<file path="config.mk">
export PLATFORM = sky130hd
export DESIGN_NAME = sdp_profiler
export DESIGN_NICKNAME = d
export VERILOG_FILES = /design/src/rtl/sdp_pkg.sv /design/src/rtl/sdp_addr_decode.sv /design/src/rtl/sdp_lru_stack.sv /design/src/rtl/sdp_counter_bank.sv /design/src/rtl/sdp_profiler.sv
export SDC_FILE = /design/constraint.sdc
export NUM_CORES = 2
export LEC_CHECK = 0
export BUFFER_PORTS_ARGS = -buffer_cell sky130_fd_sc_hd__buf_2
export CORE_MARGIN = 8
export CORE_UTILIZATION = 50
export CTS_CLUSTER_SIZE = 25
export DETAILED_ROUTE_END_ITERATION = 12
export GPL_TIMING_DRIVEN = 0
export PLACE_DENSITY = 0.65
export SLEW_MARGIN = 20
export SYNTH_ARGS = -nofsm -noshare
export SYNTH_HDL_FRONTEND = slang
export SYNTH_SLANG_ARGS = --single-unit
export TNS_END_PERCENT = 50
</file>
<file path="constraint.sdc">
create_clock -name clk -period 35.8 [get_ports clk]
set_input_delay 3.58 -clock clk [delete_from_list [all_inputs] [get_ports clk]]
set_output_delay 3.58 -clock clk [all_outputs]
set_load 0.05 [all_outputs]
</file>
<file path="src/rtl/sdp_pkg.sv">
package sdp_pkg;
  localparam int HTAG_W = 11;

  // XOR-fold an up-to-64-bit tag into HTAG_W bits
  function automatic logic [HTAG_W-1:0] fold_tag(input logic [63:0] t);
    logic [HTAG_W-1:0] h;
    h = '0;
    for (int b = 0; b < 64; b += HTAG_W) h ^= HTAG_W'(t >> b);
    return h;
  endfunction

  // saturating add, result clamped to lim
  function automatic logic [63:0] sat_add(input logic [63:0] a, input logic [63:0] b,
                                          input logic [63:0] lim);
    logic [64:0] s;
    s = {1'b0, a} + {1'b0, b};
    return (s > {1'b0, lim}) ? lim : s[63:0];
  endfunction
endpackage

</file>
<file path="src/rtl/sdp_addr_decode.sv">
module sdp_addr_decode
  import sdp_pkg::*;
#(
  parameter int ADDR_W = 32,
  parameter int OFF_W  = 6,
  parameter int SET_W  = 7,
  parameter int SKIP_W = 5,
  localparam int SLOT_W  = SET_W - SKIP_W,
  localparam int TAG_LSB = OFF_W + SET_W
) (
  input  logic [ADDR_W-1:0] addr,
  output logic              sampled,
  output logic [SLOT_W-1:0] slot,
  output logic [HTAG_W-1:0] htag
);
  assign sampled = (addr[OFF_W +: SKIP_W] == '0);
  assign slot    = addr[OFF_W+SKIP_W +: SLOT_W];
  assign htag    = fold_tag(64'(addr[ADDR_W-1:TAG_LSB]));
endmodule

</file>
<file path="src/rtl/sdp_lru_stack.sv">
module sdp_lru_stack
  import sdp_pkg::*;
#(
  parameter int NSLOT  = 4,
  parameter int SLOT_W = 2,
  parameter int DEPTH  = 9,
  parameter int POS_W  = 4
) (
  input  logic              clk,
  input  logic              rst_n,
  input  logic              upd,
  input  logic [SLOT_W-1:0] slot,
  input  logic [HTAG_W-1:0] tag,
  input  logic              store,
  output logic              hit,
  output logic [POS_W-1:0]  hit_pos,
  output logic              victim_dirty,
  output logic [POS_W-1:0]  victim_pos
);
  logic [HTAG_W-1:0] tg_q [NSLOT][DEPTH];
  logic              vl_q [NSLOT][DEPTH];
  logic              dy_q [NSLOT][DEPTH];
  logic [POS_W-1:0]  dd_q [NSLOT][DEPTH];

  logic              head_d;
  logic [POS_W-1:0]  head_dd;

  // lowest matching position wins
  always_comb begin
    hit     = 1'b0;
    hit_pos = '0;
    for (int i = DEPTH - 1; i >= 0; i--) begin
      if (vl_q[slot][i] && tg_q[slot][i] == tag) begin
        hit     = 1'b1;
        hit_pos = POS_W'(i);
      end
    end
  end

  assign victim_dirty = vl_q[slot][DEPTH-1] && dy_q[slot][DEPTH-1];
  assign victim_pos   = dd_q[slot][DEPTH-1];

  always_comb begin
    head_d  = store || (hit && dy_q[slot][hit_pos]);
    head_dd = '0;
    if (hit && head_d)
      head_dd = (dd_q[slot][hit_pos] > hit_pos) ? dd_q[slot][hit_pos] : hit_pos;
  end

  always_ff @(posedge clk or negedge rst_n) begin
    if (!rst_n) begin
      for (int s = 0; s < NSLOT; s++) begin
        for (int i = 0; i < DEPTH; i++) begin
          tg_q[s][i] <= '0;
          vl_q[s][i] <= 1'b0;
          dy_q[s][i] <= 1'b0;
          dd_q[s][i] <= '0;
        end
      end
    end else if (upd) begin
      tg_q[slot][0] <= tag;
      vl_q[slot][0] <= 1'b1;
      dy_q[slot][0] <= head_d;
      dd_q[slot][0] <= head_dd;
      for (int i = 1; i < DEPTH; i++) begin
        if (!hit || i <= int'(hit_pos)) begin
          tg_q[slot][i] <= tg_q[slot][i-1];
          vl_q[slot][i] <= vl_q[slot][i-1];
          dy_q[slot][i] <= dy_q[slot][i-1];
          dd_q[slot][i] <= dd_q[slot][i-1];
        end
      end
    end
  end
endmodule

</file>
<file path="src/rtl/sdp_counter_bank.sv">
module sdp_counter_bank
  import sdp_pkg::*;
#(
  parameter int DEPTH = 9,
  parameter int POS_W = 4,
  parameter int QW_W  = 4,
  parameter int CNT_W = 32
) (
  input  logic             clk,
  input  logic             rst_n,
  input  logic             clr,
  input  logic             ev_miss,
  input  logic             ev_hit,
  input  logic [POS_W-1:0] hit_pos,
  input  logic             ev_wb,
  input  logic [POS_W-1:0] wb_pos,
  input  logic [QW_W-1:0]  q_ways,
  output logic [CNT_W-1:0] pred_miss,
  output logic [CNT_W-1:0] pred_wb
);
  localparam logic [63:0] LIM = 64'((65'd1 << CNT_W) - 65'd1);

  logic [CNT_W-1:0] miss_q;
  logic [CNT_W-1:0] hit_q [DEPTH];
  logic [CNT_W-1:0] wb_q  [DEPTH];
  logic [63:0]      tail_hits, tail_wbs, miss_sum;

  function automatic logic [CNT_W-1:0] bump(input logic [CNT_W-1:0] x);
    return CNT_W'(sat_add(64'(x), 64'd1, LIM));
  endfunction

  always_ff @(posedge clk or negedge rst_n) begin
    if (!rst_n) begin
      miss_q <= '0;
      for (int i = 0; i < DEPTH; i++) begin
        hit_q[i] <= '0;
        wb_q[i]  <= '0;
      end
    end else if (clr) begin
      miss_q <= '0;
      for (int i = 0; i < DEPTH; i++) begin
        hit_q[i] <= '0;
        wb_q[i]  <= '0;
      end
    end else begin
      if (ev_miss) miss_q <= bump(miss_q);
      for (int i = 0; i < DEPTH; i++) begin
        if (ev_hit && int'(hit_pos) == i) hit_q[i] <= bump(hit_q[i]);
        if (ev_wb && int'(wb_pos) == i)   wb_q[i]  <= bump(wb_q[i]);
      end
    end
  end

  // sums over distances W and above
  always_comb begin
    tail_hits = '0;
    tail_wbs  = '0;
    for (int i = 0; i < DEPTH; i++) begin
      if (i >= int'(q_ways)) begin
        tail_hits = sat_add(tail_hits, 64'(hit_q[i]), LIM);
        tail_wbs  = sat_add(tail_wbs, 64'(wb_q[i]), LIM);
      end
    end
    miss_sum = sat_add(64'(miss_q), tail_hits, LIM);
  end

  always_ff @(posedge clk or negedge rst_n) begin
    if (!rst_n) begin
      pred_miss <= '0;
      pred_wb   <= '0;
    end else begin
      pred_miss <= CNT_W'(miss_sum);
      pred_wb   <= CNT_W'(tail_wbs);
    end
  end
endmodule

</file>
<file path="src/rtl/sdp_profiler.sv">
module sdp_profiler
  import sdp_pkg::*;
#(
  parameter int ADDR_W = 32,
  parameter int OFF_W  = 6,
  parameter int SET_W  = 7,
  parameter int SKIP_W = 5,
  parameter int DEPTH  = 9,
  parameter int CNT_W  = 32,
  localparam int SLOT_W = SET_W - SKIP_W,
  localparam int NSLOT  = 1 << SLOT_W,
  localparam int POS_W  = $clog2(DEPTH),
  localparam int QW_W   = $clog2(DEPTH + 1)
) (
  input  logic              clk,
  input  logic              rst_n,
  input  logic              clr,
  input  logic              acc_valid,
  input  logic [ADDR_W-1:0] acc_addr,
  input  logic              acc_store,
  input  logic [QW_W-1:0]   q_ways,
  output logic [CNT_W-1:0]  pred_miss,
  output logic [CNT_W-1:0]  pred_wb
);
  logic              acc_sampled;
  logic [SLOT_W-1:0] acc_slot;
  logic [HTAG_W-1:0] acc_htag;
  logic              lk_hit;
  logic [POS_W-1:0]  hit_pos;
  logic              vic_dirty;
  logic [POS_W-1:0]  wb_pos;

  // named internal events
  logic ev_upd, ev_hit, ev_miss, ev_wb;

  sdp_addr_decode #(
    .ADDR_W(ADDR_W), .OFF_W(OFF_W), .SET_W(SET_W), .SKIP_W(SKIP_W)
  ) i_decode (
    .addr(acc_addr), .sampled(acc_sampled), .slot(acc_slot), .htag(acc_htag)
  );

  assign ev_upd  = acc_valid && acc_sampled;
  assign ev_hit  = ev_upd && lk_hit;
  assign ev_miss = ev_upd && !lk_hit;
  assign ev_wb   = ev_miss && vic_dirty;

  sdp_lru_stack #(
    .NSLOT(NSLOT), .SLOT_W(SLOT_W), .DEPTH(DEPTH), .POS_W(POS_W)
  ) i_stack (
    .clk(clk), .rst_n(rst_n), .upd(ev_upd), .slot(acc_slot), .tag(acc_htag),
    .store(acc_store), .hit(lk_hit), .hit_pos(hit_pos),
    .victim_dirty(vic_dirty), .victim_pos(wb_pos)
  );

  sdp_counter_bank #(
    .DEPTH(DEPTH), .POS_W(POS_W), .QW_W(QW_W), .CNT_W(CNT_W)
  ) i_counts (
    .clk(clk), .rst_n(rst_n), .clr(clr), .ev_miss(ev_miss), .ev_hit(ev_hit),
    .hit_pos(hit_pos), .ev_wb(ev_wb), .wb_pos(wb_pos), .q_ways(q_ways),
    .pred_miss(pred_miss), .pred_wb(pred_wb)
  );
endmodule

</file>
# Word-level counts from Yosys, hierarchy flattened
# Index checks and enable logic that the tools add are counted.
[word_totals]
regBits = 1284
inputBits = 41
output_inout_bits = 64
wordCells = 621
[classes]
add_sub_neg = 36
n_lt_le_gt_ge = 59
eq_ne = 25
muxes = 265
bitwise_logic = 4
n_reduce_logical = 67
[op_table]
columns = ["op", "count"]
rows = [
  ["2-to-1 mux 396 bit", 15],
  ["bitwise mux 396 bit", 9],
  ["2-to-1 mux 144 bit", 15],
  ["2-to-1 mux 64 bit", 32],
  ["demux 99 bit (select 2 bit)", 9],
  ["2-to-1 mux 32 bit", 45],
  ["bitwise mux 144 bit", 9],
  ["2-to-1 mux 36 bit", 33],
  ["> comparator 65 x 32 -> 1 bit, second input constant", 17],
  ["adder 64 x 32 -> 65 bit", 16],
  ["demux 36 bit (select 2 bit)", 9],
  ["adder 32 x 1 -> 33 bit, second input constant", 19],
  ["> comparator 33 x 32 -> 1 bit, second input constant", 19],
  ["bitwise mux 36 bit", 17],
  ["2-to-1 mux 288 bit", 2],
  ["2-to-1 mux 99 bit", 3],
  ["binary-select mux 99 bit (select 2 bit)", 1],
  ["demux 9 bit (select 2 bit)", 9],
  ["== test 11 bit", 9],
  ["2-to-1 mux 88 bit", 1],
  ["2-to-1 mux 77 bit", 1],
  ["binary-select mux 36 bit (select 2 bit)", 1],
  ["2-to-1 mux 66 bit", 1],
  ["adder 32 x 64 -> 65 bit", 1],
  ["other kinds (48)", 163],
]

# Depth between registers and ports, before layout
[logic_depth]
ltp_word = 47
depth_mapped = 162
ltp_nobuf = 145

# Cells and area by module
# Synthesis repeated with hierarchy kept, for this count alone.
[hier_totals]
hier_cells = 11983
hier_area_um2 = 101473.6
[modules_own_cells]
columns = ["module", "instances", "cells_each", "area_each_um2", "seq_area_each_um2"]
rows = [
  ["sdp_counter_bank", 1, 9720, 72015.3, 16816.1],
  ["sdp_lru_stack", 1, 2244, 29305.6, 15314.7],
  ["sdp_addr_decode", 1, 15, 118.9, 0.0],
  ["sdp_profiler", 1, 4, 33.8, 0.0],
]

# Worst setup path after synthesis
# Ideal clock, no wire load.
[synth_timing]
path_kind = "in2reg"
from = "input port q_ways[1]"
to = "register i_counts.pred_miss[10]"
setup_time_ns = 0.134
arrival_ns = 35.570
required_ns = 35.666
setup_slack_ns = 0.096
cell_stages = 162
n_path_buf = 18
cell_sequence = "clkbuf_1 > or4_1 > buf_2 > clkbuf_1 > clkbuf_1 > clkbuf_1 > clkbuf_1 > buf_1 > nor2_1 > ha_1 > fa_1 > nand2_1 > a211oi_1 > a2111oi_0 > o211ai_1 > o211ai_1 > a31oi_1 > a21boi_1 > [126 not listed] > ha_1 > fa_1 > a21o_1 > a21oi_1 > o21bai_1 > a21oi_1 > o21ai_0 > a21o_1 > a41o_1 > a211oi_1 > o31ai_1 > a41o_1 > o211ai_1 > a31oi_1 > o22ai_1 > clkbuf_1 > clkbuf_1 > nand2_1"
[synth_via]
elab_chain_cells = 37
word_cells_on_any_way = 45
classes_between = "add/sub: 9; order compare: 18; mux: 18"
[synth_lines]
columns = ["element", "line_no", "source"]
rows = [
  ["start, declared", "sdp_profiler.sv:21", "input logic [QW_W-1:0] q_ways,"],
  [">= comparator 1 x 4 -> 1 bit", "sdp_counter_bank.sv:59", "if (i >= int'(q_ways)) begin"],
  ["2-to-1 mux 64 bit", "sdp_counter_bank.sv:59", ""],
  ["adder 64 x 32 -> 65 bit", "sdp_pkg.sv:16", "s = {1'b0, a} + {1'b0, b};"],
  ["> comparator 65 x 32 -> 1 bit", "sdp_pkg.sv:17", "return (s > {1'b0, lim}) ? lim : s[63:0];"],
  ["2-to-1 mux 64 bit", "sdp_pkg.sv:17", ""],
  ["2-to-1 mux 64 bit", "sdp_counter_bank.sv:59", ""],
  ["adder 64 x 32 -> 65 bit", "sdp_pkg.sv:16", ""],
  ["> comparator 65 x 32 -> 1 bit", "sdp_pkg.sv:17", ""],
  ["[22 not listed]", "--", ""],
  ["adder 64 x 32 -> 65 bit", "sdp_pkg.sv:16", ""],
  ["> comparator 65 x 32 -> 1 bit", "sdp_pkg.sv:17", ""],
  ["2-to-1 mux 64 bit", "sdp_pkg.sv:17", ""],
  ["2-to-1 mux 64 bit (*)", "sdp_counter_bank.sv:59", ""],
  ["adder 32 x 64 -> 65 bit (*)", "sdp_pkg.sv:16", ""],
  ["> comparator 65 x 32 -> 1 bit", "sdp_pkg.sv:17", ""],
  ["2-to-1 mux 32 bit (*)", "sdp_pkg.sv:17", ""],
  ["named net i_counts.miss_sum[10]", "sdp_counter_bank.sv:26", "logic [63:0] tail_hits, tail_wbs, miss_sum;"],
  ["end signal, assigned", "sdp_counter_bank.sv:72", "pred_miss <= CNT_W'(miss_sum);"],
  ["end, declared", "sdp_counter_bank.sv:18", "output logic [CNT_W-1:0] pred_miss,"],
]
# Mark *: on every way through the listed nets, which the timed path passes. The rest lies on a longest branch.
# A chain may end at the register's enable or synchronous reset.

# Final worst setup path
[layout_timing]
from = "input port q_ways[2]"
to = "register i_counts.pred_miss[30]"
# Same word-level chain as after synthesis.

==> reports/results.tsv <==
stage	metric	value	unit
status	status	completed	
sta	Final period util	96.36	%
sta	Setup TNS	0	ns
sta	hold_ws	0.4759	ns
grt	Most Crowded Layer GR	met2	
synthesis	Mapped Cells	11270	
sta	fmax	28.99	MHz
place	Port-buffer cells	91	
cts	CTS clk-pin slew, worst paths	0.06	ns
worst_setup_path	most frequent CP cell	buf_4	
worst_setup_path	Worst path slowest cell	or4b_2	
grt	initial antenna violation count	10	
routing	Post-Route WL	328100	um
synthesis	post-synthesis area per instance	8.705	um^2
sta	final setup violation count	0	
synthesis	Seq/Total Area, Yosys	32.76	%
cells_and_area	Nets	12220	
routing	Post-route DRC	0	
die	Core Area	0.1950	mm^2
sta	Slew headroom	16.65	%
sta	setup slack after layout	1.303	ns
pwr	Power Internal	2.491	mW
place	placer congestion estimate	1.001	
sta	worst-margin pin slew	1.249	ns
cells_and_area	share of cells above drive strength 1	12.92	%
place	setup slack after placement	-11.12	ns
worst_setup_path	Arr. time, crit path	35.20	ns
synthesis	Distinct cells, synth	100	
routing	via count	90560	
pwr	Sw Ratio	25.71	%
hold_path	hold crit path type	flop to flop	
cts	H-tree Lvls	4	
synthesis	#FFs+latches synth	1284	
pwr	Leak	47.79	nW
cells_and_area	commonest non-fill, non-tap cells in the layout	dfrtp_1, a21oi_1, o21ai_0	
sta	Final Skew	0.04595	ns
pwr	power share of the combinational group	6.6	%
routing	vias per cell	6.316	
die	Initial Util	50.30	%
place	HPWL after DPL	249200	um
routing	initial detailed-routing violation count	9086	
cts	Clk Latency, worst-skew pair	0.85	ns
die	FP Rows	162	
worst_setup_path	Worst EP required	36.50	ns
die	die extent in x	458.9	um
grt	first-pass GRT wire length	504600	um
grt	M2 GR Usage	46.13	%
worst_setup_path	critical path class	input pin to flop	
cts	root buf cell	clkbuf_16	
die	I/O Pins	105	
pwr	worst IR drop on VDD	43.19	uV
cts	hold buffers post-CTS	0	
routing	TritonRoute pass-1 iters	9	
cells_and_area	area grow syn2layout	11.17	%
pwr	PwrDens	30.75	mW/mm^2
sta	Max Slew Vio Count	0	
die	Die Area	0.2106	mm^2
pwr	total power	3.353	mW
grt	met3 usage	4.958	%
cts	Bufs on Longest Clock Path	3	
cts	CTS buffer count	153	
cts	CTS tree	yes	
pwr	Sequential Power Share	43.7	%
cells_and_area	fin area	0.1090	mm^2
cts	Clock Sinks	1284	
synthesis	Synth Net Count	11890	
grt	routing usage on met1	42.41	%
worst_setup_path	CP max stage delay	0.66	ns
synthesis	Synth Cell Area	0.09809	mm^2
grt	largest net degree at the start of global routing	140	
place	Placed Area	0.1023	mm^2
synthesis	synth warn	0	
worst_setup_path	critical path peak fanout	19	
die	chip height	458.9	um
worst_setup_path	CP endpoint kind	flop	
routing	DRT antenna net count	0	
sta	final count of hold timing violations	0	
pwr	Psw	862.1	uW
pwr	clock share of power	49.6	%
synthesis	ys flop type	dfrtp_1	
synthesis	number of flops mapped to enable cells by yosys	0	
grt	GR Util All Layers	29.93	%
run	Max-Cap Viols	0	
sta	Tmin final	34.50	ns
cells_and_area	commonest non-fill, non-tap cell in the layout	dfrtp_1	
grt	gr ovfl total	0	
synthesis	asr flop ratio synth	100.0	%
grt	vias in the first global route	86120	
routing	WL/cell	22.88	um
worst_setup_path	Critical Path Source Type	input pin	
-- logic make-up after synthesis --
kind of cell / synth area share [%]
AND/OR/NAND/NOR: 17.92
AO/OA/AOI/OAI: 20.46
XOR/XNOR: 7.017
flip-flops: 32.76
multiplexers: 10.34
buffers and inverters: 3.734
adder cells (fa/ha/maj): 7.773
-- Yosys cell counts, drive strengths merged (230+ instances only) --
master	count	share of area, %
a211oi	253	1.9
nor2	990	3.8
xor2	291	2.7
a21oi	1049	5.4
inv	349	1.3
clkbuf	459	1.8
and3	260	1.7
o21ai	1042	5.3
nor3	230	1.2
xnor2	488	4.4
nand3	467	2.4
mux2	569	6.5
dfrtp	1284	33
nand2	811	3.1
ha	567	7.2
-- sequential cells by signal (all words and copies together) (netlist names) --
register            cells
i_counts.miss_q        32
i_counts.wb_q         288
i_stack.dy_q           36
i_counts.pred_wb       32
i_stack.dd_q          144
i_counts.hit_q        288
i_stack.vl_q           36
i_counts.pred_miss     32
i_stack.tg_q          396
-- area by class of cell --
type	count	area [um^2]
buffer	560	2552
tap	2624	3283
timing repair buffer	173	1311
inverter	349	1310
clock buffer	199	4222
fill	17640	85950
clock inverter	76	1084
antenna	3	7.507
multi-input combinational	9069	63140
sequential	1284	32130
-- final timing paths --
| kind | startpoint | endpoint | slack, ns | depth (start not counted) |
|---|---|---|---|---|
| setup / recovery | q_ways[2] | i_counts.pred_miss[30] | 1.30 | 167 |
| hold / removal | i_stack.vl_q[8] | i_stack.vl_q[8] | 0.48 | 1 |
| setup reg to reg | i_counts.hit_q[256] | i_counts.pred_miss[30] | 4.79 | 163 |
| hold reg to reg | i_stack.vl_q[8] | i_stack.vl_q[8] | 0.48 | 1 |
| max in group asynchronous | rst_n | i_counts.wb_q[243] | 30.41 | 5 |
| min in group asynchronous | rst_n | i_stack.tg_q[230] | 2.67 | 1 |
-- metrics by stage --
step	util [%]	cells
after floorplan	-	11270
final	55.92	14340
after global routing	55.92	14340
after CTS	55.61	14310
after global placement	52.22	13980
after detailed placement	52.48	14000
-- layer usage --
metal	vias up	part of all wire, %
li1	41970	-
met3	622	7.6
met4	0	4.1
met1	44410	44
met5	-	0
met2	3561	44
-- critical path: cells and delay by family --
kind | cells | cell delay [ns]
xor+xnor | 1 | 0.16
simple gates | 25 | 4.35
fa+ha+maj | 12 | 3.91
buf+inv | 38 | 5.81
compound gates | 91 | 17.25
-- power groups by stage --
| stage | clock (mW) | combinational [mW] | sequential [mW] |
|---|---|---|---|
| floorplan | 0 | 0.104 | 1.50 |
| global route | 1.74 | 0.239 | 1.47 |
| CTS | 1.69 | 0.221 | 1.47 |
| detailed placement | 0 | 0.218 | 1.49 |
| global placement | 0 | 0.209 | 1.49 |
| finish | 1.66 | 0.223 | 1.47 |
-- what timing repair did --
item,in CTS,in global routing
gates cloned,0,1
resized for setup,153,131
setup endpoints to repair,64,64
setup buffers,39,27
pin swaps,24,55
Power figures use the tool's default switching activity.
